## config.mk

```make
export PLATFORM = sky130hd
export DESIGN_NAME = irq_gate_ctl
export DESIGN_NICKNAME = d
export VERILOG_FILES = /design/src/rtl/irq_gate_ctl.sv
export SDC_FILE = /design/constraint.sdc
export NUM_CORES = 1
export LEC_CHECK = 0
export CELL_PAD_IN_SITES_DETAIL_PLACEMENT = 1
export CELL_PAD_IN_SITES_GLOBAL_PLACEMENT = 1
export CORE_MARGIN = 3
export CORE_UTILIZATION = 17
export CTS_CLUSTER_SIZE = 14
export DETAILED_ROUTE_END_ITERATION = 10
export HOLD_SLACK_MARGIN = 0.03
export MAX_ROUTING_LAYER = met4
export PLACE_DENSITY = 0.93
export SLEW_MARGIN = 20
export SYNTH_ARGS = -nofsm -noshare
export SYNTH_HDL_FRONTEND = slang
export SYNTH_SLANG_ARGS = --single-unit
export TNS_END_PERCENT = 50
```

## constraint.sdc

```tcl
create_clock -name clk -period 2.7 [get_ports clk]
set_input_delay 0.54 -clock clk [delete_from_list [all_inputs] [get_ports clk]]
set_output_delay 0.54 -clock clk [all_outputs]
set_load 0.02 [all_outputs]
```

## src/rtl/irq_gate_ctl.sv

```systemverilog
module irq_gate_ctl (
  input  logic        clk,
  input  logic        rst_n,
  input  logic [31:0] status_i,
  input  logic [7:0]  hw_pend_i,
  input  logic        dbg_mode_i,
  input  logic        tc_exempt_i,
  input  logic        eic_mode_i,
  input  logic        cause_we_i,
  input  logic [31:0] cause_wdata_i,
  input  logic [1:0]  isa_rev_i,
  output logic        irq_req_o,
  output logic [31:0] cause_o,
  output logic        cnt_run_o,
  output logic [1:0]  sw_irq_evt_o
);
  localparam int ST_EN  = 0;
  localparam int ST_EXC = 1;
  localparam int ST_ERR = 2;
  localparam int C_SW   = 8;
  localparam int C_WTCH = 22;
  localparam int C_VSEL = 23;
  localparam int C_CDIS = 27;

  logic [1:0] sw_q, sw_n, evt_q;
  logic       vsel_q, wtch_q, cdis_q, irq_q;
  logic       vsel_n, wtch_n, cdis_n;

  wire [7:0] pend   = hw_pend_i | {6'b0, sw_q};
  wire [7:0] msk    = status_i[15:8];
  wire       en     = status_i[ST_EN] & ~status_i[ST_EXC] & ~status_i[ST_ERR]
                      & ~dbg_mode_i & ~tc_exempt_i;
  wire       hit    = eic_mode_i ? (pend > msk) : |(pend & msk);
  wire       rev2up = |isa_rev_i;
  wire       rev6   = isa_rev_i[1];

  always_comb begin
    sw_n   = sw_q;
    vsel_n = vsel_q;
    wtch_n = wtch_q;
    cdis_n = cdis_q;
    if (cause_we_i) begin
      sw_n   = cause_wdata_i[C_SW+1:C_SW];
      vsel_n = cause_wdata_i[C_VSEL];
      wtch_n = rev6 ? (wtch_q & cause_wdata_i[C_WTCH]) : cause_wdata_i[C_WTCH];
      if (rev2up) cdis_n = cause_wdata_i[C_CDIS];
    end
  end

  always_ff @(posedge clk or negedge rst_n) begin
    if (!rst_n) begin
      sw_q   <= '0;
      evt_q  <= '0;
      vsel_q <= 1'b0;
      wtch_q <= 1'b0;
      cdis_q <= 1'b0;
      irq_q  <= 1'b0;
    end else begin
      sw_q   <= sw_n;
      evt_q  <= sw_n ^ sw_q;
      vsel_q <= vsel_n;
      wtch_q <= wtch_n;
      cdis_q <= cdis_n;
      irq_q  <= en & hit;
    end
  end

  assign irq_req_o    = irq_q;
  assign cnt_run_o    = ~cdis_q;
  assign sw_irq_evt_o = evt_q;
  assign cause_o      = {4'b0, cdis_q, 3'b0, vsel_q, wtch_q, 12'b0, sw_q, 8'b0};

  a_r1_enable_gate: assert property (@(posedge clk) disable iff (!rst_n)
    irq_req_o |-> $past(status_i[ST_EN] && !status_i[ST_EXC] && !status_i[ST_ERR]
                        && !dbg_mode_i && !tc_exempt_i));

  a_r2_level_compare: assert property (@(posedge clk) disable iff (!rst_n)
    (irq_req_o && $past(eic_mode_i)) |->
      ($past(hw_pend_i | {6'b0, cause_o[9:8]}) > $past(status_i[15:8])));

  a_r3_mask_and: assert property (@(posedge clk) disable iff (!rst_n)
    (irq_req_o && !$past(eic_mode_i)) |->
      (($past(hw_pend_i | {6'b0, cause_o[9:8]}) & $past(status_i[15:8])) != 8'h00));

  a_r4_cdis_locked_old_rev: assert property (@(posedge clk) disable iff (!rst_n)
    (cause_we_i && isa_rev_i == 2'b00) |=> $stable(cause_o[27]));

  a_r4_idle_hold: assert property (@(posedge clk) disable iff (!rst_n)
    !cause_we_i |=> $stable(cause_o));

  a_r5_wp_no_set: assert property (@(posedge clk) disable iff (!rst_n)
    (cause_we_i && isa_rev_i[1] && !cause_o[22]) |=> !cause_o[22]);

  a_r6_run_needs_write: assert property (@(posedge clk) disable iff (!rst_n)
    !cause_we_i |=> $stable(cnt_run_o));

  a_r7_evt_after_write: assert property (@(posedge clk) disable iff (!rst_n)
    (sw_irq_evt_o != 2'b00) |-> $past(cause_we_i));
endmodule

```

==> summary.md <==
| Metric | Value |
|---|---|
| Leak Pwr | `0.000620 uW` |
| Period minus WS final | `1980 ps` |
| Worst Hold Depth | `1` |
| Crit. End Element | `flip-flop` |
| First-pass GRT wire length | `3.19 mm` |
| Worst Hold Class | `reg2reg` |
| Number of diodes | `0` |
| Reg power frac | `29.7%` |
| Post-synth EDFFs | `0` |
| CTS tree | `built` |
| Dpl cells | `201` |
| Final setup margin | `724 ps` |
| I/O pins | `116` |
| Core area | `4940 sq um` |
| Worst Reg2Reg Path Length in Cells | `6` |
| Yosys cell types | `24` |
| CTS max path bufs | `2` |
| Avg Cell Area, Syn | `9.15 sq um` |
| Via count | `707` |
| DRC | `0` |
| GRT overflow | `0` |
| Reg-to-reg endpoint | `irq_req_o` |
| Flops & latches, synth | `8` |
| Die width | `79.0 microns` |
| Initial Util | `18.3%` |
| Post-synth top area cell | `buf_4` |
| WS Path Type | `in2reg` |
| RSZ-0062 raised after global routing | `false` |
| Placement Setup Slack | `469 ps` |
| Layout area overhead | `43.4%` |
| Max Cap Viol | `0` |
| Max-slew violation count | `0` |
| Worst EP required | `2840 ps` |
| Initial antenna violation count | `0` |
| Final Hold Fails | `0` |
| Drt total wl | `2.12 mm` |
| Arr. time, crit path | `2110 ps` |
| Most frequent cells in the layout | `clkdlybuf4s50_1, conb_1, ha_1` |
| Power Density | `360 nW/um^2` |
| Clock power share | `30.0%` |
| RR Startpoint | `sw_q[1]` |
| P_int | `319 uW` |
| Clk Latency, worst-skew pair | `220 ps` |
| Maximum vdd drop | `0.127 mV` |
| Worst Hold Launch | `vsel_q` |
| CP startpoint kind | `primary input` |
| Cell count after synthesis | `99` |
| Clk root buf | `clkbuf_8` |
| Hold-fix buffers at CTS | `0` |
| Switching part of the total | `31.7%` |
| Clk_skew | `0.358 ps` |
| Worst-case hold path end point | `vsel_q` |
| # rows | `25` |
| Max Fclk | `0.506 GHz` |
| Setup TNS | `0 ps` |
| GRT Overall Usage | `6.81%` |
| Hold slack | `506 ps` |
| Largest cells by area after synthesis | `buf_4, dfrtp_1, ha_1` |
| Hpwl dp | `1.94 mm` |
| Post-CTS resize count | `0` |
| Largest fanout on the critical path | `2` |
| CTS Buf Count | `3` |
| Fin crit share | `73.2%` |
| R2R Setup Slk | `980 ps` |
| Post-synthesis cell area | `906 sq um` |
| Fillers | `611` |
| Layout cells sized above 1 | `8.03%` |
| IO buf count | `40` |
| Largest net degree at the start of global routing | `9` |
| Most common flop cell mapped by yosys | `dfrtp_1` |
| Post-synthesis sequential area ratio | `22.1%` |
| Post-DRT Antenna Nets | `0` |
| DRT iter0 DRCs | `16` |
| Reg clk slew, reported paths | `40 ps` |
| Cell Count, Final, Fillers Out | `204` |
| Drt wl/cell | `10.4 microns` |
| Fin nets | `235` |
| Status | `finished clean` |
| Ys async rst share | `100%` |
| Gpl congestion | `0.780` |
| Die height | `79.0 microns` |
| Pre-antenna DRT Iters | `4` |
| H-tree lvl count | `1` |
| Number of setup buffers added after CTS | `0` |
| Combinational share of power | `40.3%` |
| Via density per instance | `3.47` |
| Top-area cell type share of the netlist area | `24.9%` |
| Commonest non-fill, non-tap cell in the layout | `clkdlybuf4s50_1` |
| Vias in the first global route | `708` |
| Psw | `148 uW` |
| Syn. warnings | `0` |
| Clock sink count | `8` |
| Final setup fails | `0` |
| Die footprint | `6240 sq um` |
==> final cells by class <==
class / instances / area, sq um / area share [%]
inverter: 11 / 41.3 / 3.18
tap: 67 / 83.8 / 6.45
multi-input combinational: 75 / 532 / 40.9
clock buffer: 3 / 41.3 / 3.18
sequential: 8 / 200 / 15.4
timing repair buffer: 40 / 400 / 30.8
==> power groups by stage <==
stage | logic (uW) | clock network [uW] | registers, uW
after floorplan | 127 | 0 | 148
after global placement | 184 | 0 | 140
after detailed placement | 190 | 0 | 141
after CTS | 190 | 147 | 139
after global routing | 206 | 154 | 140
final | 188 | 140 | 139
==> through the flow <==
step | total power (uW) | util, % | area [sq um]
after CTS | 477 | 26.3 | 1300
final | 468 | 26.3 | 1300
after global routing | 500 | 26.3 | 1300
after global placement | 325 | 25.4 | 1260
after detailed placement | 331 | 25.4 | 1260
after floorplan | 275 | - | 1000
==> worst max-delay path, cell delays in order <==
cell	delay [ps]
clkdlybuf4s50_1	390
or2_2	290
ha_1	290
nor2b_1	130
o211ai_1	90
a21o_1	170
a211oi_2	210
==> how the worst max path moves through the flow <==
| stage | from | end | slack [ps] | depth (start not counted) |
|---|---|---|---|---|
| 6_report | hw_pend_i[1] | irq_req_o | 720 | 7 |
| 5_1_grt | hw_pend_i[1] | irq_req_o | 620 | 7 |
| 4_1_cts | hw_pend_i[1] | irq_req_o | 710 | 7 |
| 3_5_place_dp | hw_pend_i[1] | irq_req_o | 470 | 7 |
| 3_3_place_gp | hw_pend_i[1] | irq_req_o | 490 | 7 |
| 2_1_floorplan | hw_pend_i[1] | irq_req_o | 970 | 6 |
==> flip-flops by register name, summed over array words and instances, names as in the netlist <==
name          cells
cdis_q            1
irq_req_o         1
sw_irq_evt_o      2
sw_q              2
vsel_q            1
wtch_q            1
==> cells by family (layout without fill, tap and decap cells) <==
kind of cell / count (synthesis) / after routing / share of synthesized area, %
other: 1 / 27 / 0.414
buffers and inverters: 42 / 54 / 30.0
muxes: 4 / 4 / 4.97
and+or+nand+nor: 16 / 16 / 11.3
xor gates and xnor gates: 2 / 2 / 1.93
AOI/OAI and AO/OA: 10 / 10 / 7.18
DFF: 8 / 8 / 22.1
adders and majority gates: 16 / 16 / 22.1
==> cells in the mapped netlist (all sizes together) (2+ instances only) <==
master / number
a21o: 2
and2: 2
buf: 31
o21ai: 2
nor4: 3
mux2: 4
ha: 16
dfrtp: 8
xor2: 2
a21oi: 4
or2: 2
inv: 11
nor2b: 2
nand4: 3
==> per-layer routing <==
metal	GRT usage [%]	up-vias	wire length [microns]
met1	6.22	322	707
met5	-	-	0
met2	13.1	38	1200
met4	3.09	0	38
met3	1.70	4	173
li1	-	343	-
Note: power is estimated with default switching activity, not from simulation.
